[src/rtl/ksa_pkg.sv]
package ksa_pkg;

  typedef enum logic [1:0] {
    CELL_PASS  = 2'd0,
    CELL_CARRY = 2'd1,
    CELL_FULL  = 2'd2
  } cell_kind_e;

  // Choose the prefix cell for bit position pos in a stage with the given span.
  // A position whose span points below bit 0 passes its terms through unchanged.
  // A position whose lower partner is already resolved down to bit 0 needs only a
  // group generate. Every other position merges both generate and propagate.
  function automatic cell_kind_e pick_cell(input int pos, input int span);
    if (pos < span)          return CELL_PASS;
    else if (pos < 2 * span) return CELL_CARRY;
    else                     return CELL_FULL;
  endfunction

endpackage

[src/rtl/ksa_gp_cell.sv]
module ksa_gp_cell (
  input  logic a_i,
  input  logic b_i,
  output logic g_o,
  output logic p_o
);
  assign g_o = a_i & b_i;
  assign p_o = a_i ^ b_i;
endmodule

[src/rtl/ksa_combine_cell.sv]
module ksa_combine_cell (
  input  logic g_hi_i,
  input  logic p_hi_i,
  input  logic g_lo_i,
  input  logic p_lo_i,
  output logic g_o,
  output logic p_o
);
  assign g_o = g_hi_i | (p_hi_i & g_lo_i);
  assign p_o = p_hi_i & p_lo_i;
endmodule

[src/rtl/ksa_carry_cell.sv]
module ksa_carry_cell (
  input  logic g_hi_i,
  input  logic p_hi_i,
  input  logic g_lo_i,
  output logic g_o
);
  assign g_o = g_hi_i | (p_hi_i & g_lo_i);
endmodule

[src/rtl/ksa_sum_cell.sv]
module ksa_sum_cell (
  input  logic p_i,
  input  logic c_i,
  output logic s_o
);
  assign s_o = p_i ^ c_i;
endmodule

[src/rtl/ksa_adder8.sv]
module ksa_adder8 #(
  parameter int WIDTH = 8
) (
  input  logic [WIDTH-1:0] opa_i,
  input  logic [WIDTH-1:0] opb_pad_i,
  output logic [WIDTH-1:0] opb_pad_oe_o,
  output logic [WIDTH-1:0] opb_pad_do_o,
  output logic [WIDTH-1:0] sum_o
);
  import ksa_pkg::*;

  localparam int STAGES = $clog2(WIDTH);

  // Generate and propagate terms at the input of each prefix stage.
  wire [STAGES:0][WIDTH-1:0] g_st;
  wire [STAGES:0][WIDTH-1:0] p_st;
  wire [WIDTH-1:0]           carry_in;

  // The B pads stay in input mode.
  assign opb_pad_oe_o = '0;
  assign opb_pad_do_o = '0;

  for (genvar i = 0; i < WIDTH; i++) begin : g_bit
    ksa_gp_cell u_gp (
      .a_i (opa_i[i]),
      .b_i (opb_pad_i[i]),
      .g_o (g_st[0][i]),
      .p_o (p_st[0][i])
    );
  end

  for (genvar s = 0; s < STAGES; s++) begin : g_stage
    localparam int SPAN = 1 << s;
    for (genvar i = 0; i < WIDTH; i++) begin : g_pos
      if (pick_cell(i, SPAN) == CELL_PASS) begin : g_pass
        assign g_st[s+1][i] = g_st[s][i];
        assign p_st[s+1][i] = p_st[s][i];
      end else if (pick_cell(i, SPAN) == CELL_CARRY) begin : g_carry
        ksa_carry_cell u_carry (
          .g_hi_i (g_st[s][i]),
          .p_hi_i (p_st[s][i]),
          .g_lo_i (g_st[s][i-SPAN]),
          .g_o    (g_st[s+1][i])
        );
        assign p_st[s+1][i] = 1'b0;
      end else begin : g_full
        ksa_combine_cell u_comb (
          .g_hi_i (g_st[s][i]),
          .p_hi_i (p_st[s][i]),
          .g_lo_i (g_st[s][i-SPAN]),
          .p_lo_i (p_st[s][i-SPAN]),
          .g_o    (g_st[s+1][i]),
          .p_o    (p_st[s+1][i])
        );
      end
    end
  end

  // The carry into bit 0 is tied low; bit i takes the resolved generate of bit i-1.
  assign carry_in = {g_st[STAGES][WIDTH-2:0], 1'b0};

  for (genvar i = 0; i < WIDTH; i++) begin : g_sum
    ksa_sum_cell u_sum (
      .p_i (p_st[0][i]),
      .c_i (carry_in[i]),
      .s_o (sum_o[i])
    );
  end

  // Final group propagates and the top carry are not needed.
  wire unused_prefix_bits;
  assign unused_prefix_bits = ^{p_st, g_st[STAGES][WIDTH-1]};

endmodule

[config.mk]
export PLATFORM = sky130hd
export DESIGN_NAME = ksa_adder8
export DESIGN_NICKNAME = d
export VERILOG_FILES = /design/src/rtl/ksa_pkg.sv /design/src/rtl/ksa_gp_cell.sv /design/src/rtl/ksa_combine_cell.sv /design/src/rtl/ksa_carry_cell.sv /design/src/rtl/ksa_sum_cell.sv /design/src/rtl/ksa_adder8.sv
export SDC_FILE = /design/constraint.sdc
export NUM_CORES = 1
export LEC_CHECK = 0
export BUFFER_PORTS_ARGS = -buffer_cell sky130_fd_sc_hd__buf_2
export CORE_AREA = 8 8 45 47
export DETAILED_ROUTE_END_ITERATION = 16
export DIE_AREA = 0 0 53 55
export GPL_TIMING_DRIVEN = 0
export PLACE_DENSITY = 0.77
export SYNTH_ARGS = -nofsm -noshare
export SYNTH_HDL_FRONTEND = slang
export SYNTH_SLANG_ARGS = --single-unit
[constraint.sdc]
create_clock -name vclk -period 2.1
set_clock_uncertainty 0.05 [all_clocks]
set_input_delay 0.21 -clock vclk [all_inputs]
set_output_delay 0.21 -clock vclk [all_outputs]
set_load 0.1 [all_outputs]
==> tab_implementation.tex, run 1 <==
\begin{tabular}{lr}
\hline
Metric & Value \\
\hline
\multicolumn{2}{l}{\textbf{Global routing}} \\
\quad Combined global-route utilization of all metal layers & 7.197\% \\
\quad Initial antenna violation count & 0 \\
\quad Vias in the first global route & 489 \\
\quad Sum of overflow across all layers after global routing & 0 \\
\quad Global-route wire length before repair & 1759 um \\
\quad Largest net degree at the start of global routing & 8 \\
\multicolumn{2}{l}{\textbf{Cells and area}} \\
\quad Design area & 734.5 sq um \\
\quad Area Overhead vs Synth & 48.61\% \\
\quad Diodes inserted & 0 \\
\quad Area occupied by registers & 0 sq um \\
\quad Post-route core utilization & 53.07\% \\
\quad Sequential cells & 0 \\
\quad \# clk buffers & 0 \\
\quad Final-layout fill cell count & 139 \\
\quad Share of final-layout standard cells stronger than drive strength 1 & 52.43\% \\
\quad Multi-input logic area & 377.9 sq um \\
\quad Final nets & 129 \\
\multicolumn{2}{l}{\textbf{Critical path}} \\
\quad Endpoint type of the worst setup path & output pin \\
\quad Critical path's slowest cell & or4b\_1 \\
\quad Data required time at the worst endpoint & 1.84 ns \\
\quad Worst path cell trace & buf\_2 -> ha\_2 -> fa\_2 -> a211oi\_2 -> or4b\_1 -> o2111ai\_1 -> buf\_4 -> buf\_8 \\
\quad Type of the worst setup path & input port to output pin \\
\quad Max FO, Critical Path & 3 \\
\quad Arrival time worst endpoint & 1.77 ns \\
\quad Stage delay of the slowest cell on the critical path & 0.52 ns \\
\quad Worst setup SP type & input port \\
\multicolumn{2}{l}{\textbf{Yosys}} \\
\quad Synth area leaders & buf\_4 36\%, ha\_1 18\%, xor2\_1 5.3\%, a21oi\_1 5.1\%, o211ai\_1 4.6\% \\
\quad Unique cell type count in the Yosys netlist & 20 \\
\quad Post-synth top area cell & buf\_4 \\
\quad Sequential area share after synthesis & 0\% \\
\quad Synthesized area per cell & 7.845 sq um \\
\quad YS warnings & 0 \\
\quad Most frequently used cell type in the post-synthesis netlist & buf\_4 \\
\quad Proportion of netlist area held by the largest area contributor & 36.46\% \\
\quad Most numerous cell types in the synthesized netlist & 24 x buf\_4, 7 x ha\_1, 5 x a21oi\_1 \\
\quad Gate Count Post-Synth & 63 \\
\quad Synthesized cell area & 494.2 sq um \\
\multicolumn{2}{l}{\textbf{Job}} \\
\quad Reported max-cap violation count & 0 \\
\multicolumn{2}{l}{\textbf{STA}} \\
\quad Post-layout minimum cycle time & 2.028 ns \\
\quad Achievable frequency & 493.1 MHz \\
\quad RSZ-0062 raised after global routing & false \\
\quad Max-slew violation count & 0 \\
\quad Portion of the clock cycle consumed by the worst path in the final layout & 96.56\% \\
\quad Min Hold Slack & 1.027 ns \\
\quad Final Hold Fails & 0 \\
\quad Number of setup violations in the final report & 0 \\
\multicolumn{2}{l}{\textbf{Routing}} \\
\quad First-pass iteration count of the detailed router & 4 \\
\quad Via Count & 502 \\
\quad DR iter-0 viols & 14 \\
\quad Routed WL & 1193 um \\
\quad Post-DR wirelength/cell & 10.03 um \\
\quad Post-route DRC violation count & 0 \\
\quad Antenna viol nets, final & 0 \\
\quad Mean number of vias per cell & 4.218 \\
\multicolumn{2}{l}{\textbf{Placed design}} \\
\quad Estimated wirelength of the detail-placed design & 1077 um \\
\quad PortBufs & 24 \\
\quad Area of placed instances & 690.7 sq um \\
\quad Routability Congestion & 0.7228 \\
\multicolumn{2}{l}{\textbf{Power}} \\
\quad Maximum vdd ir drop & 0.3985 mV \\
\quad Cell area power density & 752.1 nW/um\^{}2 \\
\quad LEAKAGE & 0.0004151 uW \\
\multicolumn{2}{l}{\textbf{Die}} \\
\quad DIE WIDTH & 53 um \\
\quad Floorplan die area & 2915 sq um \\
\quad FP Rows & 14 \\
\quad Initial Utilization & 35.71\% \\
\quad Num ports & 40 \\
\quad Core Footprint & 1384 sq um \\
\quad Overall die height & 55 um \\
\multicolumn{2}{l}{\textbf{Worst hold path}} \\
\quad Worst hold stages & 5 \\
\quad End of the worst hold path & sum\_o[4] \\
\quad Start point of the worst hold path & opb\_pad\_i[4] \\
\quad Class of the tightest hold or removal check & input port to output pin \\
\multicolumn{2}{l}{\textbf{Outcome}} \\
\quad Outcome & finished clean \\
\multicolumn{2}{l}{\textbf{CTS}} \\
\quad Hold-fix buffers at CTS & 0 \\
\hline
\end{tabular}
-- kinds of logic (layout without fill, tap and decap cells) --
family                     after synthesis  after routing  share of synthesized area, %
buffers and inverters                   26             51                         37.97
AOI/OAI and AO/OA                       18             18                         23.80
xor gates and xnor gates                 5              5                         8.862
adders and majority gates                8              8                         21.77
and+or+nand+nor                          5              5                         6.833
other                                    1             16                        0.7588
-- through the flow --
stage	instances	setup TNS (ns)	setup slack, ns	total power [uW]
after floorplan	78	0	0.2217	471.1
after global placement	118	-0.3255	-0.1744	519.9
after detailed placement	118	-0.3733	-0.2002	524.5
after CTS	118	0	0.004409	541.0
after global routing	119	0	0.009665	577.5
final	119	0	0.07218	552.4
-- worst max path at each step --
stage              from        to  slack, ns  cells after the start
2_1_floorplan  opa_i[0]  sum_o[4]       0.22                      6
3_3_place_gp   opa_i[0]  sum_o[6]      -0.17                      8
3_5_place_dp   opa_i[0]  sum_o[6]      -0.20                      8
4_1_cts        opa_i[0]  sum_o[4]      0.004                      8
5_1_grt        opa_i[2]  sum_o[5]       0.01                      7
6_report       opa_i[0]  sum_o[6]       0.07                      8
-- final cells by class --
cell class,instances,area share [%]
multi-input combinational,52,51.45
inverter,2,1.022
tap,16,2.726
buffer,24,24.53
timing repair buffer,25,20.27
-- cell usage in the layout, fill, tap and decap left out, drive strengths merged --
master,instances
a211oi,2
a21o,2
a21oi,5
a31oi,1
buf,47
clkbuf,2
conb,16
fa,1
ha,7
inv,2
nand2,1
nor3,1
nor3b,2
o2111ai,1
o211ai,3
o21ai,3
o2bb2ai,1
or4b,1
xnor2,2
xor2,3
-- critical path: cells and delay by family --
family / cells / cell delay, ns
buffers and inverters: 3 / 0.40
AOI/OAI and AO/OA: 2 / 0.18
adders and majority gates: 2 / 0.45
and+or+nand+nor: 1 / 0.52
-- where the power goes --
group,switching [uW],total (uW),internal (uW)
registers,0,0,0
logic,411,552,142
clock network,0,0,0
total,411,552,142
-- per-layer routing --
layer | wire [um] | global-route usage, % | up-vias
li1 | - | - | 266
met1 | 425 | 6.798 | 207
met2 | 590 | 15.43 | 29
met3 | 177 | 1.872 | 0
met4 | 0 | 0.4310 | 0
met5 | 0 | 0 | -
-- repair_timing --
item                                   in CTS  in global routing
endpoints found under the hold margin       0                  0
setup endpoints to repair                   2                  4
resized for setup                           5                  6
pin swaps                                   0                  1
setup buffers                               0                  1
Note: power is estimated with default switching activity, not from simulation.
==> inputs of run 2 (changes only) <==
PLACE_DENSITY = 0.82   (was 0.77)
==> tab_implementation.tex, run 2 (synthesized netlist as in run 1, its figures left out) <==
\begin{tabular}{lr}
\hline
Metric & Value \\
\hline
\multicolumn{2}{l}{\textbf{Outcome}} \\
\quad Outcome & finished clean \\
\multicolumn{2}{l}{\textbf{Placed design}} \\
\quad Placed insts & 118 \\
\quad Routability Congestion & 0.6819 \\
\quad Estimated wirelength of the detail-placed design & 1010 um \\
\quad PortBufs & 24 \\
\quad Area of placed instances & 690.7 sq um \\
\multicolumn{2}{l}{\textbf{Cells and area}} \\
\quad \# clk buffers & 0 \\
\quad Share of final-layout standard cells stronger than drive strength 1 & 50.00\% \\
\quad Most frequent standard cell in the layout excluding fill and tap cells & buf\_4 \\
\quad Design area & 719.4 sq um \\
\quad Sequential cells & 0 \\
\quad Final-layout fill cell count & 146 \\
\quad Area Overhead vs Synth & 45.57\% \\
\quad Area occupied by registers & 0 sq um \\
\quad Finished Layout Cells & 118 \\
\quad Post-route core utilization & 51.99\% \\
\quad Final nets & 128 \\
\quad Diodes inserted & 0 \\
\quad Commonest cells after routing, fill and taps aside & 24 x buf\_4, 20 x buf\_2, 16 x conb\_1 \\
\multicolumn{2}{l}{\textbf{Critical path}} \\
\quad Type of the worst setup path & input port to output pin \\
\quad Arrival time worst endpoint & 1.75 ns \\
\quad Endpoint type of the worst setup path & output pin \\
\quad Data required time at the worst endpoint & 1.84 ns \\
\quad Worst setup SP type & input port \\
\quad Max FO, Critical Path & 3 \\
\multicolumn{2}{l}{\textbf{Global routing}} \\
\quad Global-route wire length before repair & 1559 um \\
\quad Largest net degree at the start of global routing & 8 \\
\quad Sum of overflow across all layers after global routing & 0 \\
\quad Initial antenna violation count & 0 \\
\quad Vias in the first global route & 426 \\
\quad Combined global-route utilization of all metal layers & 6.274\% \\
\multicolumn{2}{l}{\textbf{STA}} \\
\quad RSZ-0062 raised after global routing & false \\
\quad Final Hold Fails & 0 \\
\quad Max-slew violation count & 0 \\
\quad Min Hold Slack & 1.006 ns \\
\quad Post-layout minimum cycle time & 2.014 ns \\
\quad Achievable frequency & 496.6 MHz \\
\quad Number of setup violations in the final report & 0 \\
\quad Portion of the clock cycle consumed by the worst path in the final layout & 95.89\% \\
\multicolumn{2}{l}{\textbf{Power}} \\
\quad Maximum vdd ir drop & 0.3346 mV \\
\quad Proportion of total power due to net switching & 74.67\% \\
\quad LEAKAGE & 0.0004107 uW \\
\quad Net switching power of the design & 407.6 uW \\
\quad Cell area power density & 758.7 nW/um\^{}2 \\
\quad Cell-internal power & 138.3 uW \\
\quad Part of the power in the clock network & 0\% \\
\quad Sequential fraction of design power & 0\% \\
\quad Comb power frac & 100.0\% \\
\quad Tot Pwr & 545.8 uW \\
\multicolumn{2}{l}{\textbf{CTS}} \\
\quad Hold-fix buffers at CTS & 0 \\
\quad Number of post-CTS setup repair buffers & 0 \\
\multicolumn{2}{l}{\textbf{Die}} \\
\quad Floorplan die area & 2915 sq um \\
\quad DIE WIDTH & 53 um \\
\quad Initial Utilization & 35.71\% \\
\quad FP Rows & 14 \\
\quad Overall die height & 55 um \\
\quad Num ports & 40 \\
\quad Core Footprint & 1384 sq um \\
\multicolumn{2}{l}{\textbf{Routing}} \\
\quad Post-route DRC violation count & 0 \\
\quad Antenna viol nets, final & 0 \\
\quad Routed WL & 1082 um \\
\quad Post-DR wirelength/cell & 9.169 um \\
\quad DR iter-0 viols & 2 \\
\quad First-pass iteration count of the detailed router & 2 \\
\quad Mean number of vias per cell & 4.068 \\
\quad Via Count & 480 \\
\multicolumn{2}{l}{\textbf{Job}} \\
\quad Reported max-cap violation count & 0 \\
\multicolumn{2}{l}{\textbf{Worst hold path}} \\
\quad Class of the tightest hold or removal check & input port to output pin \\
\hline
\end{tabular}
[run 2: cell count changes in the layout (fill, tap and decap cells not counted), sizes merged]
cell	previous run	this run
buf	47	46
[run 2: critical path, cell delays in order]
cell,delay [ns]
buf_2,0.10
ha_1,0.23
fa_2,0.38
a21o_2,0.20
a21oi_1,0.17
xnor2_1,0.13
buf_4,0.12
buf_6,0.21
[run 2: per-layer routing]
metal | up-vias | GRT usage (%) | wire length (um)
li1 | 265 | - | -
met1 | 193 | 6.808 | 439
met2 | 22 | 12.11 | 500
met3 | 0 | 2.139 | 142
met4 | 0 | 0 | 0
met5 | - | 0 | 0
[run 2: path summary, 6_finish.rpt]
path,startpoint,end,slack (ns),depth (start not counted)
worst max-delay path,opa_i[0],sum_o[4],0.09,8
worst min-delay path,opb_pad_i[4],sum_o[4],1.01,5
[run 2: power by group through the flow]
stage,clock [uW],combinational (uW),sequential [uW]
floorplan,0,471,0
global placement,0,521,0
detailed placement,0,523,0
CTS,0,536,0
global route,0,570,0
finish,0,546,0
[run 2: layout make-up]
type | instances | area [sq um] | share of cell area [%]
inverter | 2 | 7.507 | 1.043
tap | 16 | 20.02 | 2.783
multi-input combinational | 52 | 370.4 | 51.48
timing repair buffer | 24 | 141.4 | 19.65
buffer | 24 | 180.2 | 25.04
[run 2: repair_timing]
item,in CTS,in global routing
resized for setup,4,5
setup endpoints to repair,2,4
gates cloned,0,0
[run 2: per-stage QoR]
stage          setup TNS (ns)  setup slack [ns]
2_1_floorplan               0            0.2217
3_3_place_gp          -0.3425           -0.1809
3_5_place_dp          -0.3531           -0.1891
4_1_cts                     0          0.001872
5_1_grt                     0          0.008819
6_report                    0           0.08624
==> inputs of run 3 (changes only) <==
PLACE_DENSITY = 0.8   (was 0.82)
clock period = 2.2 ns   (was 2.1 ns; I/O delays follow)
==> tab_implementation.tex, run 3 (synthesized netlist as in run 1, its figures left out) <==
\begin{tabular}{lr}
\hline
Metric & Value \\
\hline
\multicolumn{2}{l}{\textbf{Placed design}} \\
\quad Routability Congestion & 0.7002 \\
\quad PortBufs & 24 \\
\quad Placed insts & 118 \\
\quad Worst slack at placement & -0.09881 ns \\
\multicolumn{2}{l}{\textbf{Die}} \\
\quad Initial Utilization & 35.71\% \\
\quad FP Rows & 14 \\
\quad Floorplan die area & 2915 sq um \\
\quad Overall die height & 55 um \\
\quad DIE WIDTH & 53 um \\
\quad Core Footprint & 1384 sq um \\
\quad Num ports & 40 \\
\multicolumn{2}{l}{\textbf{STA}} \\
\quad Achievable frequency & 472.8 MHz \\
\quad Min Hold Slack & 1.036 ns \\
\quad RSZ-0062 raised after global routing & true \\
\quad Portion of the clock cycle consumed by the worst path in the final layout & 96.14\% \\
\quad Min setup slack post-route & 0.08500 ns \\
\quad Number of setup violations in the final report & 0 \\
\quad Post-layout minimum cycle time & 2.115 ns \\
\quad Final Hold Fails & 0 \\
\quad Max-slew violation count & 0 \\
\multicolumn{2}{l}{\textbf{Worst hold path}} \\
\quad Class of the tightest hold or removal check & input port to output pin \\
\multicolumn{2}{l}{\textbf{Cells and area}} \\
\quad Finished Layout Cells & 118 \\
\quad Share of final-layout standard cells stronger than drive strength 1 & 49.02\% \\
\quad Area occupied by registers & 0 sq um \\
\quad Commonest cells after routing, fill and taps aside & 24 x buf\_4, 21 x buf\_2, 16 x conb\_1 \\
\quad Final-layout fill cell count & 143 \\
\quad Area Overhead vs Synth & 43.80\% \\
\quad Post-route core utilization & 51.36\% \\
\quad Sequential cells & 0 \\
\quad Final nets & 128 \\
\quad Most frequent standard cell in the layout excluding fill and tap cells & buf\_4 \\
\quad Multi-input logic area & 367.9 sq um \\
\quad Diodes inserted & 0 \\
\quad \# clk buffers & 0 \\
\multicolumn{2}{l}{\textbf{Routing}} \\
\quad First-pass iteration count of the detailed router & 2 \\
\quad Via Count & 473 \\
\quad Antenna viol nets, final & 0 \\
\quad Post-route DRC violation count & 0 \\
\quad Mean number of vias per cell & 4.008 \\
\quad DR iter-0 viols & 4 \\
\quad Post-DR wirelength/cell & 9.127 um \\
\quad Routed WL & 1077 um \\
\multicolumn{2}{l}{\textbf{Power}} \\
\quad Proportion of total power due to net switching & 75.31\% \\
\quad Net switching power of the design & 387.6 uW \\
\quad Part of the power in the clock network & 0\% \\
\quad Cell area power density & 724.2 nW/um\^{}2 \\
\quad Comb power frac & 100.0\% \\
\quad Maximum vdd ir drop & 0.3808 mV \\
\quad Cell-internal power & 127.1 uW \\
\quad Sequential fraction of design power & 0\% \\
\quad LEAKAGE & 0.0004100 uW \\
\multicolumn{2}{l}{\textbf{Critical path}} \\
\quad Start point of the critical path & opa\_i[0] \\
\quad Capture point of the critical path & sum\_o[4] \\
\quad Endpoint type of the worst setup path & output pin \\
\quad Data required time at the worst endpoint & 1.93 ns \\
\quad Type of the worst setup path & input port to output pin \\
\quad Worst setup SP type & input port \\
\quad Arrival time worst endpoint & 1.84 ns \\
\quad Max FO, Critical Path & 3 \\
\multicolumn{2}{l}{\textbf{Global routing}} \\
\quad Largest net degree at the start of global routing & 8 \\
\quad Combined global-route utilization of all metal layers & 7.201\% \\
\quad Vias in the first global route & 451 \\
\quad Global-route wire length before repair & 1794 um \\
\quad Sum of overflow across all layers after global routing & 0 \\
\quad Initial antenna violation count & 0 \\
\multicolumn{2}{l}{\textbf{Job}} \\
\quad Reported max-cap violation count & 0 \\
\multicolumn{2}{l}{\textbf{CTS}} \\
\quad Number of post-CTS setup repair buffers & 0 \\
\multicolumn{2}{l}{\textbf{Outcome}} \\
\quad Outcome & finished clean \\
\hline
\end{tabular}
[run 3: cell count changes in the layout (fill, tap and decap cells not counted)]
cell / before / now
buf_2: 20 / 21
buf_6: 1 / 2
buf_8: 1 / 0
clkbuf_4: 2 / 1
fa_1: 0 / 1
fa_2: 1 / 0
[run 3: power groups by stage]
stage	combinational (uW)	clock [uW]	sequential, uW
2_1_floorplan	450	0	0
3_3_place_gp	497	0	0
3_5_place_dp	498	0	0
4_1_cts	504	0	0
5_1_grt	540	0	0
6_report	515	0	0
[run 3: repair_timing]
action,in CTS,in global routing
gates resized for setup,2,4
endpoints found under the hold margin,0,0
hold buffers,0,0
endpoints found under the setup margin,2,3
[run 3: cell type report]
type | instances | share of cell area, %
tap | 16 | 2.817
buffer | 24 | 25.35
inverter | 2 | 1.056
timing repair buffer | 24 | 19.01
multi-input combinational | 52 | 51.76
[run 3: worst min-delay path by stage]
stage | cells after the start | endpoint | startpoint | slack (ns)
after global placement | 4 | sum_o[0] | opb_pad_i[0] | 1.07
after global routing | 4 | sum_o[0] | opb_pad_i[0] | 1.09
after CTS | 4 | sum_o[0] | opb_pad_i[0] | 1.08
after detailed placement | 4 | sum_o[0] | opb_pad_i[0] | 1.07
after floorplan | 2 | sum_o[0] | opb_pad_i[0] | 0.76
final | 5 | sum_o[4] | opb_pad_i[4] | 1.04
[run 3: worst max-delay path, stage by stage]
cell and delay [ns]:
buf_2 0.10, ha_1 0.22, fa_1 0.44, a21o_2 0.21
a21oi_1 0.16, xnor2_1 0.14, buf_4 0.13, buf_6 0.21
[run 3: per-stage QoR]
stage / setup TNS (ns) / power [uW] / cell area (sq um)
final: 0 / 514.7 / 710.7
after global routing: -0.02733 / 540.2 / 710.7
after CTS: 0 / 504.3 / 695.7
after detailed placement: -0.1798 / 498.3 / 690.7
after global placement: -0.1680 / 496.8 / 690.7
after floorplan: 0 / 449.7 / 550.5
[run 3: metal layers]
layer	vias to the layer above	wire, um	GRT usage [%]
met1	185	481	9.834
met3	0	146	1.337
met5	-	0	0
met2	25	449	12.11
li1	263	-	-
met4	0	0	0
